[src/rtl/bt_pkg.sv]
package bt_pkg;
    typedef enum logic [1:0] {
        ST_IDLE,
        ST_LEAD,
        ST_HI,
        ST_LO
    } st_t;

    typedef enum logic [1:0] {
        FK_DATA,
        FK_ADDR,
        FK_FIELD,
        FK_GAP
    } fkind_t;
endpackage

[src/rtl/bt_frame_decode.sv]
module bt_frame_decode
    import bt_pkg::*;
#(
    parameter int HALF_W  = 6,
    parameter int FIELD_W = 3
) (
    input  logic [HALF_W+1:0]  frame,
    output fkind_t             kind,
    output logic [FIELD_W-1:0] fld
);
    localparam int TOP_BIT = HALF_W + 1;
    localparam int SUB_BIT = HALF_W;

    always_comb begin
        unique case ({frame[TOP_BIT], frame[SUB_BIT]})
            2'b11:   kind = FK_FIELD;
            2'b10:   kind = FK_GAP;
            2'b01:   kind = FK_ADDR;
            default: kind = FK_DATA;
        endcase
    end

    assign fld = frame[HALF_W-1 -: FIELD_W];
endmodule

[src/rtl/bt_csum.sv]
module bt_csum #(
    parameter int SUM_W  = 12,
    parameter int BYTE_W = 8
) (
    input  logic              clk,
    input  logic              rst_n,
    input  logic              clr,
    input  logic              add_en,
    input  logic [BYTE_W-1:0] add_byte,
    output logic [SUM_W-1:0]  sum
);
    always_ff @(posedge clk or negedge rst_n) begin
        if (!rst_n) begin
            sum <= '0;
        end else if (clr) begin
            sum <= '0;
        end else if (add_en) begin
            sum <= sum + SUM_W'(add_byte);
        end
    end
endmodule

[src/rtl/bt_ptr.sv]
module bt_ptr #(
    parameter int FIELD_W = 3,
    parameter int ADDR_W  = 12
) (
    input  logic               clk,
    input  logic               rst_n,
    input  logic               clr,
    input  logic               fld_ld,
    input  logic [FIELD_W-1:0] fld_in,
    input  logic               addr_ld,
    input  logic [ADDR_W-1:0]  addr_in,
    input  logic               inc,
    output logic [FIELD_W-1:0] field,
    output logic [ADDR_W-1:0]  addr
);
    always_ff @(posedge clk or negedge rst_n) begin
        if (!rst_n) begin
            field <= '0;
        end else if (clr) begin
            field <= '0;
        end else if (fld_ld) begin
            field <= fld_in;
        end
    end

    always_ff @(posedge clk or negedge rst_n) begin
        if (!rst_n) begin
            addr <= '0;
        end else if (clr) begin
            addr <= '0;
        end else if (addr_ld) begin
            addr <= addr_in;
        end else if (inc) begin
            addr <= addr + 1'b1;
        end
    end
endmodule

[src/rtl/bin_tape_loader.sv]
module bin_tape_loader
    import bt_pkg::*;
#(
    parameter int HALF_W  = 6,
    parameter int FIELD_W = 3
) (
    input  logic                  clk,
    input  logic                  rst_n,
    input  logic                  start,
    input  logic                  frame_valid,
    input  logic [HALF_W+1:0]     frame,
    output logic                  busy,
    output logic                  done,
    output logic                  err,
    output logic [2*HALF_W-1:0]   csum_diff,
    output logic                  mem_we,
    output logic [FIELD_W-1:0]    mem_field,
    output logic [2*HALF_W-1:0]   mem_addr,
    output logic [2*HALF_W-1:0]   mem_data
);
    localparam int FRAME_W  = HALF_W + 2;
    localparam int WORD_W   = 2 * HALF_W;
    localparam int ADDR_BIT = HALF_W;

    st_t                 state_q, state_d;
    fkind_t              kind;
    logic [FIELD_W-1:0]  fld_new;
    logic [FRAME_W-1:0]  hi_q;
    logic                pend_vld_q;
    logic [WORD_W-1:0]   pend_bytes_q;
    logic [WORD_W-1:0]   pend_word_q;
    logic [FIELD_W-1:0]  pend_field_q;
    logic [WORD_W-1:0]   pend_addr_q;
    logic [WORD_W-1:0]   sum;
    logic [FIELD_W-1:0]  cur_field;
    logic [WORD_W-1:0]   cur_addr;
    logic [WORD_W-1:0]   word_new;
    logic [WORD_W-1:0]   net_diff;
    logic                in_body, open_pair, take_pair, set_fld, end_sec, begin_sec;
    logic                is_addr_pair;

    bt_frame_decode #(.HALF_W(HALF_W), .FIELD_W(FIELD_W)) u_dec (
        .frame (frame),
        .kind  (kind),
        .fld   (fld_new)
    );

    assign in_body      = frame_valid && (state_q == ST_LEAD || state_q == ST_HI);
    assign open_pair    = in_body && (kind == FK_DATA || kind == FK_ADDR);
    assign set_fld      = in_body && (kind == FK_FIELD);
    assign end_sec      = frame_valid && (state_q == ST_HI) && (kind == FK_GAP);
    assign take_pair    = frame_valid && (state_q == ST_LO);
    assign begin_sec    = start && (state_q == ST_IDLE);
    assign is_addr_pair = hi_q[ADDR_BIT];
    assign word_new     = {hi_q[HALF_W-1:0], frame[HALF_W-1:0]};

    bt_csum #(.SUM_W(WORD_W), .BYTE_W(FRAME_W)) u_csum (
        .clk      (clk),
        .rst_n    (rst_n),
        .clr      (begin_sec),
        .add_en   (open_pair || take_pair),
        .add_byte (frame),
        .sum      (sum)
    );

    bt_ptr #(.FIELD_W(FIELD_W), .ADDR_W(WORD_W)) u_ptr (
        .clk     (clk),
        .rst_n   (rst_n),
        .clr     (begin_sec),
        .fld_ld  (set_fld),
        .fld_in  (fld_new),
        .addr_ld (take_pair && is_addr_pair),
        .addr_in (word_new),
        .inc     (take_pair && !is_addr_pair),
        .field   (cur_field),
        .addr    (cur_addr)
    );

    assign net_diff = sum - pend_bytes_q - pend_word_q;

    always_comb begin
        state_d = state_q;
        unique case (state_q)
            ST_IDLE: if (begin_sec) state_d = ST_LEAD;
            ST_LEAD: if (open_pair) state_d = ST_LO;
            ST_HI: begin
                if (end_sec)        state_d = ST_IDLE;
                else if (open_pair) state_d = ST_LO;
            end
            ST_LO:   if (frame_valid) state_d = ST_HI;
            default: state_d = ST_IDLE;
        endcase
    end

    always_ff @(posedge clk or negedge rst_n) begin
        if (!rst_n) begin
            state_q <= ST_IDLE;
        end else begin
            state_q <= state_d;
        end
    end

    assign busy = (state_q != ST_IDLE);

    always_ff @(posedge clk or negedge rst_n) begin
        if (!rst_n) begin
            mem_we       <= 1'b0;
            mem_field    <= '0;
            mem_addr     <= '0;
            mem_data     <= '0;
            done         <= 1'b0;
            err          <= 1'b0;
            csum_diff    <= '0;
            hi_q         <= '0;
            pend_vld_q   <= 1'b0;
            pend_bytes_q <= '0;
            pend_word_q  <= '0;
            pend_field_q <= '0;
            pend_addr_q  <= '0;
        end else begin
            mem_we <= 1'b0;
            if (begin_sec) begin
                done       <= 1'b0;
                err        <= 1'b0;
                csum_diff  <= '0;
                pend_vld_q <= 1'b0;
            end
            if (open_pair) begin
                hi_q <= frame;
            end
            if (take_pair) begin
                if (pend_vld_q) begin
                    mem_we    <= 1'b1;
                    mem_field <= pend_field_q;
                    mem_addr  <= pend_addr_q;
                    mem_data  <= pend_word_q;
                end
                if (is_addr_pair) begin
                    pend_vld_q <= 1'b0;
                end else begin
                    pend_vld_q   <= 1'b1;
                    pend_word_q  <= word_new;
                    pend_field_q <= cur_field;
                    pend_addr_q  <= cur_addr;
                    pend_bytes_q <= WORD_W'(hi_q) + WORD_W'(frame);
                end
            end
            if (end_sec) begin
                done <= 1'b1;
                if (pend_vld_q) begin
                    csum_diff <= net_diff;
                    err       <= (net_diff != '0);
                end else begin
                    csum_diff <= sum;
                    err       <= 1'b1;
                end
            end
        end
    end
endmodule

[config.mk]
export PLATFORM = sky130hd
export DESIGN_NAME = bin_tape_loader
export DESIGN_NICKNAME = d
export VERILOG_FILES = /design/src/rtl/bt_pkg.sv /design/src/rtl/bt_frame_decode.sv /design/src/rtl/bt_csum.sv /design/src/rtl/bt_ptr.sv /design/src/rtl/bin_tape_loader.sv
export SDC_FILE = /design/constraint.sdc
export NUM_CORES = 1
export LEC_CHECK = 0
export ABC_AREA = 0
export ABC_CLOCK_PERIOD_IN_PS = 4400
export BUFFER_PORTS_ARGS = -buffer_cell sky130_fd_sc_hd__buf_4
export CORE_UTILIZATION = 31
export CTS_BUF_LIST = sky130_fd_sc_hd__clkbuf_16
export CTS_CLUSTER_DIAMETER = 120
export DETAILED_ROUTE_END_ITERATION = 8
export PLACE_DENSITY = 0.45
export SLEW_MARGIN = 10
export SYNTH_ARGS = -nofsm -noshare
export SYNTH_HDL_FRONTEND = slang
export SYNTH_SLANG_ARGS = --single-unit
[constraint.sdc]
create_clock -name clk -period 4.4 [get_ports clk]
set_input_delay 0.66 -clock clk [delete_from_list [all_inputs] [get_ports clk]]
set_output_delay 0.66 -clock clk [all_outputs]
set_load 0.005 [all_outputs]
==> results of run 1 <==
## layer usage
metal | GRT usage (%) | vias to the layer above | part of all wire, %
li1 | - | 2438 | -
met1 | 24.3 | 2466 | 49
met2 | 26.1 | 99 | 46
met3 | 3.51 | 8 | 4.2
met4 | 5.53 | 0 | 0.94
met5 | 0 | - | 0
## stage by stage
stage               utilization (%)  worst slack (ns)  power, mW  cells  cell area, sq um
floorplan                         -              1.78       4.21    675              6420
global placement               35.0              1.57       5.09    976              7110
detailed placement             35.0              1.51       5.14    976              7110
CTS                            37.9              1.50       6.62   1006              7700
global route                   37.9              1.33       7.16   1006              7700
finish                         37.9              1.50       6.56   1006              7700
## worst max-delay path by stage
| stage | from | slack (ns) | cells after the start | end |
|---|---|---|---|---|
| floorplan | u_csum.sum[8]$_DFFE_PN0P_ | 1.78 | 9 | err$_DFFE_PN0P_ |
| global placement | pend_word_q[8]$_DFFE_PN0P_ | 1.57 | 10 | err$_DFFE_PN0P_ |
| detailed placement | pend_word_q[2]$_DFFE_PN0P_ | 1.51 | 10 | err$_DFFE_PN0P_ |
| CTS | pend_word_q[2]$_DFFE_PN0P_ | 1.50 | 10 | err$_DFFE_PN0P_ |
| global route | pend_word_q[8]$_DFFE_PN0P_ | 1.33 | 10 | err$_DFFE_PN0P_ |
| finish | pend_word_q[8]$_DFFE_PN0P_ | 1.50 | 10 | err$_DFFE_PN0P_ |
## cells in the mapped netlist (3+ instances only)
| library cell | count | area, sq um |
|---|---|---|
| nand2_1 | 107 | 402 |
| a21o_1 | 8 | 60.1 |
| nor2b_1 | 8 | 50.1 |
| o2111ai_1 | 3 | 26.3 |
| a21oi_1 | 28 | 140 |
| clkbuf_1 | 26 | 97.6 |
| xnor2_1 | 11 | 96.3 |
| o21ai_0 | 59 | 295 |
| mux2i_1 | 12 | 120 |
| mux2_2 | 26 | 293 |
| fa_1 | 11 | 220 |
| a22oi_1 | 3 | 22.5 |
| ha_1 | 37 | 463 |
| xor2_1 | 6 | 52.6 |
| or3_1 | 5 | 31.3 |
| o31ai_1 | 9 | 67.6 |
| nor2_1 | 47 | 176 |
| nand2b_1 | 6 | 37.5 |
| nor3_1 | 10 | 50.1 |
| a31oi_1 | 6 | 37.5 |
| nor4b_1 | 6 | 52.6 |
| o21a_1 | 5 | 37.5 |
| dfrtp_1 | 116 | 2900 |
| and3_1 | 6 | 37.5 |
| a311oi_1 | 3 | 26.3 |
| and2_1 | 4 | 25.0 |
| a211oi_1 | 6 | 45.0 |
| inv_1 | 43 | 161 |
| nand3_1 | 19 | 95.1 |
| nand4_1 | 3 | 18.8 |
| o211ai_1 | 4 | 30.0 |
## final cells by class
cell class                 count  share of cell area [%]
sequential                   116                    37.7
clock inverter                13                    2.19
tap                          270                    4.39
clock buffer                  17                    5.52
multi-input combinational    486                    42.2
timing repair buffer          61                    5.95
inverter                      43                    2.10
## power breakdown
part	internal, mW	switching (mW)
registers	1.46	0.383
logic	1.44	1.86
clock network	0.929	0.488
total	3.83	2.73
## registers in the layout, indices dropped and copies added (netlist names), 2 cells and up
name and cells:
u_csum.sum 12, pend_bytes_q 9, u_ptr.addr 12, state_q 2, u_ptr.field 3, mem_field 3, pend_field_q 3, pend_word_q 12
csum_diff 12, hi_q 8, mem_data 12, pend_addr_q 12, mem_addr 12
## cells by family after synthesis
| group | count (synthesis) | share of synthesized area [%] |
|---|---|---|
| AND/OR/NAND/NOR | 232 | 16.5 |
| AO/OA/AOI/OAI | 151 | 14.6 |
| flip-flops | 116 | 45.2 |
| buffers and inverters | 73 | 4.30 |
| adder cells (fa/ha/maj) | 48 | 10.6 |
| multiplexers | 38 | 6.43 |
| XOR/XNOR | 17 | 2.32 |
## worst max-delay path, cell delays in order, from the launching register on
cell and delay (ns):
dfrtp_1 0.35, inv_1 0.20, fa_1 0.46, ha_1 0.38, a21o_1 0.20, a21oi_1 0.17
or3b_1 0.35, mux2_2 0.28, a31oi_1 0.12, and4_1 0.20, a21oi_1 0.04
==> impl.org, run 1 <==
** Place
- Port-buffer cells :: 54
- Final estimated routing congestion in global placement :: 0.777
- DP Wirelength :: 12.3 mm

** Routing
- Average routed wire per standard cell :: 17.0 microns
- Total detailed-routing wirelength :: 17.1 mm
- The pre-antenna-repair detailed-routing pass consisted of 4 iterations.
- After detailed routing, the number of vias per cell comes to 4.98.
- Count of routing violations after the opening detailed-route iteration :: 292
- DRC violation count after routing :: 0
- The routed layout has 5011 vias.
- The detail route stage leaves a number of antenna-violating nets equal to 0.

** Global route
- Initial antenna violation count :: 0
- The number of global-route vias before repair was 5116.
- Largest net degree at the start of global routing :: 76
- Global-route total usage across every layer :: 17.2%
- Wire length of the first global-routing pass :: 28.1 mm
- Total congestion overflow :: 0

** Setup path
- Max FO, Critical Path :: 7
- At the worst endpoint, the required time is 4.69 ns.
- Startpoint of the worst register-to-register path :: pend_word_q[8]$_DFFE_PN0P_
- Register-to-register setup slack :: 1.50 ns
- The setup path with the least slack is of type register to register.
- Worst R2R End :: err$_DFFE_PN0P_
- Counting cells, the worst reg-to-reg path comes to 10.
- The worst setup path is captured at a register.
- Arr. time, crit path :: 3.19 ns
- STA classifies the critical path startpoint as a register.

** Timing
- Fraction of the cycle the final worst path needs :: 65.9%
- Timing would allow up to 345 MHz.
- Minimum period implied by the final worst setup slack :: 2.90 ns
- Setup violations remaining at the end of the flow were counted as 0.
- For the pin with the worst max-slew slack, the measured transition is 1.04 ns.
- The final number of hold-violating endpoints is 0.
- Setup repair after global routing left no endpoint under its margin.
- Hold Slack :: 0.383 ns
- Worst slew margin relative to its limit :: 30.4%
- The count of pins over their slew limit was 0.
- In the final timing run, aggregate negative setup slack is 0 ns.
- Worst clock skew :: 0.0174 ns

** Logic synthesis
- Count of yosys warnings during synthesis :: 0
- Synthesized net count :: 735
- Share of synthesized registers carrying an async set or reset :: 100%
- After synthesis the netlist holds a flip-flop and latch count of 116.
- The mapped netlist covers 0.00642 sq mm.
- Predominant post-synthesis flop cell :: dfrtp_1
- Mapped Cells :: 675
- After synthesis, the mean cell area works out to 9.52 sq um.
- Fraction of the yosys area taken by sequential cells :: 45.2%
- Counting flops with a built-in enable in the synthesized netlist gives 0.
- Yosys mapped the design onto 56 distinct sky130hd cell types.

** Floorplan
- For this configuration, the core starts out at a cell density of 31.6%.
- The floorplan step set the die width to 146 microns.
- The floorplan has 52 rows.
- The die covers 0.0213 sq mm.
- Die height :: 146 microns
- The region available for standard cell placement spans 0.0203 sq mm.
- Boundary Pins :: 55

** Clock network
- Resize count post-CTS :: 0
- Clock tree synthesis inserted a total of 17 buffers.
- In this run the post-CTS setup repair buffer count came out at 0.
- The later pin in the worst-skew pair is clocked with a latency of 0.43 ns.
- The longest clock path from root to sink contains 2 buffers.
- The clock drives 116 sinks.
- Clock-pin slew was measured on the worst setup and hold paths at 0.05 ns.
- The H-tree was split into 4 levels.
- Post-cts hold buffer count :: 0
- TritonCTS clock tree :: built
- Clock tree synthesis selected as its root buffer the cell clkbuf_16.

** Finish
- Across the whole layout, storage elements account for 0.00290 sq mm.
- Area overhead of the layout relative to synthesis :: 19.9%
- Nets :: 785
- Filler instances :: 2083
- Number of inserted diodes :: 0
- Leaving out fill and tap cells, the most frequent cell in the layout is dfrtp_1.
- Area of the multi-input gates :: 0.00325 sq mm
- Leaving out fill and tap cells, the most frequent cells in the layout are 116 x dfrtp_1, 107 x nand2_1, 61 x buf_4.
- Cells with a size suffix above 1 make up 16.4% of the layout.

** Hold path
- The worst hold path belongs to the class input port to async pin.

** Run status
- The run finished with clean final reports.

** Job
- Across the run, the number of max-cap violations was 0.

** Power
- Power density over the cells :: 851 mW/mm^2
- In this run the static leakage power is 3.67 nW.
- Peak supply drop :: 0.324 mV
Note: power is estimated with default switching activity, not from simulation.
==> run 2, diff against run 1 <==
--- a/config.mk
+++ b/config.mk
@@ -6,13 +6,13 @@
 export NUM_CORES = 1
 export LEC_CHECK = 0
 export ABC_AREA = 0
-export ABC_CLOCK_PERIOD_IN_PS = 4400
+export ABC_CLOCK_PERIOD_IN_PS = 2400
 export BUFFER_PORTS_ARGS = -buffer_cell sky130_fd_sc_hd__buf_4
 export CORE_UTILIZATION = 31
 export CTS_BUF_LIST = sky130_fd_sc_hd__clkbuf_16
 export CTS_CLUSTER_DIAMETER = 120
 export DETAILED_ROUTE_END_ITERATION = 8
-export PLACE_DENSITY = 0.45
+export PLACE_DENSITY = 0.47
 export SLEW_MARGIN = 10
 export SYNTH_ARGS = -nofsm -noshare
 export SYNTH_HDL_FRONTEND = slang
==> constraint.sdc (replaced) <==
create_clock -name clk -period 2.4 [get_ports clk]
set_input_delay 0.36 -clock clk [delete_from_list [all_inputs] [get_ports clk]]
set_output_delay 0.36 -clock clk [all_outputs]
set_load 0.005 [all_outputs]
==> run 2 against run 1 <==
Sequential power is 74% higher. Count of clock-buffer cells in the layout stayed put. Critical endpoint unchanged. The run now ends with setup timing left. Final cell count is 7.7% higher. Highest routed layer unchanged. Clock skew is 0.0072 ns lower.
==> impl.org, run 2 (synthesis results as in run 1) <==
** Timing
- The setup skew after layout is 0.0101 ns (-0.00724 ns).
- Hold Slack :: 0.251 ns (-0.132 ns)
- Setup repair after global routing missed its margin :: yes
- The number of setup violations in the final report was 7 (+7).
- The count of pins over their slew limit is 0 (unchanged).
- Fraction of the cycle the final worst path needs :: 115% (+49 points)
- The setup slack after layout came to -0.352 ns (-1.85 ns).
- The transition time at the pin with the least slew margin was 0.555 ns (-0.490 ns).
- The maximum clock rate is 363 MHz (+5.3%).
- The worst-case headroom to the max-slew limit came to 62.9% (+33 points).
- Final hold vios :: 0 (unchanged)
- The setup TNS came to -1.26 ns (-1.26 ns).
- The post-layout minimum cycle time was 2.75 ns (-0.147 ns).

** Place
- The placer congestion estimate is 0.814 (+4.7%).
- # placed instances :: 1046 (+7.2%)
- The worst-case setup slack after placement is -0.433 ns (-1.95 ns).
- The total half-perimeter wirelength after legalization and detailed placement is 13.3 mm (+8.7%).
- Port-buffer cells :: 54 (unchanged)

** Floorplan
- The initial standard-cell utilization of the core is 31.6% (unchanged).
- The floorplan die height came to 146 microns (unchanged).
- The core box area came to 0.0203 sq mm (unchanged).
- Number of placement rows :: 52 (unchanged)
- The area enclosed by the die boundary is 0.0213 sq mm (unchanged).
- Die Width :: 146 microns (unchanged)
- The top-level I/O count was 55 (unchanged).

** Finish
- Number of inserted diodes :: 0 (unchanged)
- Filler instances :: 1991 (-4.4%)
- Leaving out fill and tap cells, the most frequent cell in the layout is buf_4.
- Area overhead of the layout relative to synthesis :: 34.0%
- The final net count came to 860 (+9.6%).
- In the layout the commonest cells are 133 x buf_4, 115 x dfrtp_1, 106 x nand2_1.
- Share of final-layout standard cells stronger than drive strength 1 :: 30.9% (+14 points)
- Cell Count, Final, Fillers Out :: 1083 (+7.7%)

** Setup path
- The longest individual stage delay on the worst path was 0.60 ns (+0.14 ns).
- CP Launch Point :: u_csum.sum[8]$_DFFE_PN0P_
- The critical path is of the register to register type.
- The signal on the critical path passes through fa_1 > ha_4 > a21o_1 > a21oi_1 > or3b_1 > mux2_4 > a31oi_1 > and4_1 > a21oi_2.
- The worst register-to-register path begins at u_csum.sum[8]$_DFFE_PN0P_.
- Category of the worst setup path capture point :: register
- Kind of start point of the critical path :: register
- Max FO, Critical Path :: 7 (unchanged)
- The data required time at the worst endpoint was 2.70 ns (-1.99 ns).
- The slowest stage of the critical path is the fa_1 cell.
- The worst reg-to-reg setup slack was -0.35 ns (-1.85 ns).
- Arr. time, crit path :: 3.06 ns (-0.13 ns)

** Power
- The leakage power figure came to 4.08 nW (+11%).
- Power density over the cells :: 1820 mW/mm^2 (+110%)
- Peak supply drop :: 1.39 mV (+330%)
- Net switching power :: 6.43 mW (+140%)
- Combinational group share of total power :: 63.3% (+13 points)
- The switching part of the total came to 41.0% (-0.66 points).
- The cell-internal power came to 9.26 mW (+140%).
- The clock share of power was 16.3% (-5.3 points).
- The sequential fraction of design power was 20.4% (-7.7 points).
- The total design power came to 15.7 mW (+140%).

** Clock network
- Cell at the root of the clock tree :: clkbuf_16
- H-tree Lvls :: 4 (unchanged)
- Buffer depth of the longest clock path :: 2 (unchanged)
- Clock transition time at the flip-flop clock pins of the worst setup and hold paths :: 0.06 ns (about the same)
- Source-to-sink clock delay at the later pin of the worst-skew pair :: 0.42 ns (about the same)
- Sinks on the clock net :: 116 (unchanged)
- TritonCTS clock tree :: built
- The total clock buffers created by CTS is 17 (unchanged).

** Run status
- Violations in the final reports :: setup timing
- The run finished, with violations left.

** Global route
- Largest net degree at the start of global routing :: 46 (-39%)
- Total congestion overflow :: 0 (unchanged)
- The first-pass GRT wire length is 29.5 mm (+5.3%).
- The initial antenna violation count came to 0 (unchanged).
- The total routing usage reported by global routing was 17.9% (+0.74 points).
- Number of global-route vias before repair :: 5516 (+7.8%)

** Routing
- Via-to-Cell Ratio :: 4.90 (-1.5%)
- The routed via count came to 5312 (+6.0%).
- The length of the first detailed-routing pass in iterations was 5 (+1).
- The routed wirelength normalized by instance count is 16.5 microns (-3.4%).
- The residual antenna-violating net count after detailed routing is 0 (unchanged).
- Count of routing violations after the opening detailed-route iteration :: 192 (-34%)
- The count of unresolved DRC violations after routing is 0 (unchanged).
- Total detailed-routing wirelength :: 17.8 mm (+4.0%)

** Job
- Max-cap violations :: 0 (unchanged)

** Hold path
- The worst hold path begins at frame[6].
- Path category of the worst min-delay check :: input port to register
==> run 2: cell types whose count changed in the layout (fill, tap and decap cells not counted), sizes merged <==
cell / before / now
buf: 61 / 135
bufinv: 4 / 3
clkinv: 5 / 7
dlygate4sd3: 0 / 1
inv: 45 / 46
==> run 2: repair_timing <==
item	in CTS	in global routing
hold buffers	1	0
gates resized for setup	29	38
setup buffers	1	3
endpoints found under the hold margin	33	0
setup endpoints to repair	9	16
pin swaps	13	14
==> run 2: stage by stage <==
stage               area, sq um  util [%]
floorplan                  6490         -
global placement           7710      38.0
detailed placement         7710      38.0
CTS                        8440      41.6
global route               8600      42.4
finish                     8600      42.4
==> run 2: path summary, 6_finish.rpt <==
| check | endpoint | cells past startpoint |
|---|---|---|
| min reg2reg | pend_field_q[2]$_DFFE_PN0P_ | 2 |
| min in group asynchronous | mem_addr[7]$_DFFE_PN0P_ | 2 |
| max in group asynchronous | u_ptr.addr[2]$_DFFE_PN0P_ | 4 |
| min | hi_q[6]$_DFFE_PN0P_ | 2 |
| max reg2reg | err$_DFFE_PN0P_ | 9 |
| max | err$_DFFE_PN0P_ | 9 |
==> run 2: cell type report <==
class / instances / area (sq um) / share of cell area, %
Timing Repair Buffer: 136 / 1040 / 12.1
Clock buffer: 17 / 425 / 4.94
Sequential cell: 116 / 2900 / 33.8
Clock inverter: 15 / 166 / 1.93
Inverter: 43 / 161 / 1.88
Multi-Input combinational cell: 486 / 3570 / 41.5
Tap cell: 270 / 338 / 3.93
==> run 2: worst max-delay path: cells and delay by family, from the launching register on <==
kind / cells / cell delay [ns]
compound gates: 4 / 0.52
simple gates: 2 / 0.58
flops: 1 / 0.42
mux: 1 / 0.28
fa+ha+maj: 2 / 0.84
==> run 2: power by group through the flow <==
| stage | registers (mW) | logic, mW | clock network (mW) |
|---|---|---|---|
| CTS | 3.21 | 9.01 | 2.61 |
| detailed placement | 3.23 | 8.25 | 0 |
| global route | 3.31 | 10.9 | 2.69 |
| finish | 3.21 | 9.93 | 2.56 |
| global placement | 3.21 | 8.08 | 0 |
| floorplan | 3.10 | 4.99 | 0 |
==> run 2: per-layer routing <==
layer  wire length [microns]  track usage, %  share of wire, %  vias to the layer above
met2                    8710            28.9                49                      110
met4                     222            6.68               1.2                        0
met3                     753            3.92               4.2                       18
li1                        -               -                 -                     2595
met5                       0               0                 0                        -
met1                    8140            23.5                46                     2589
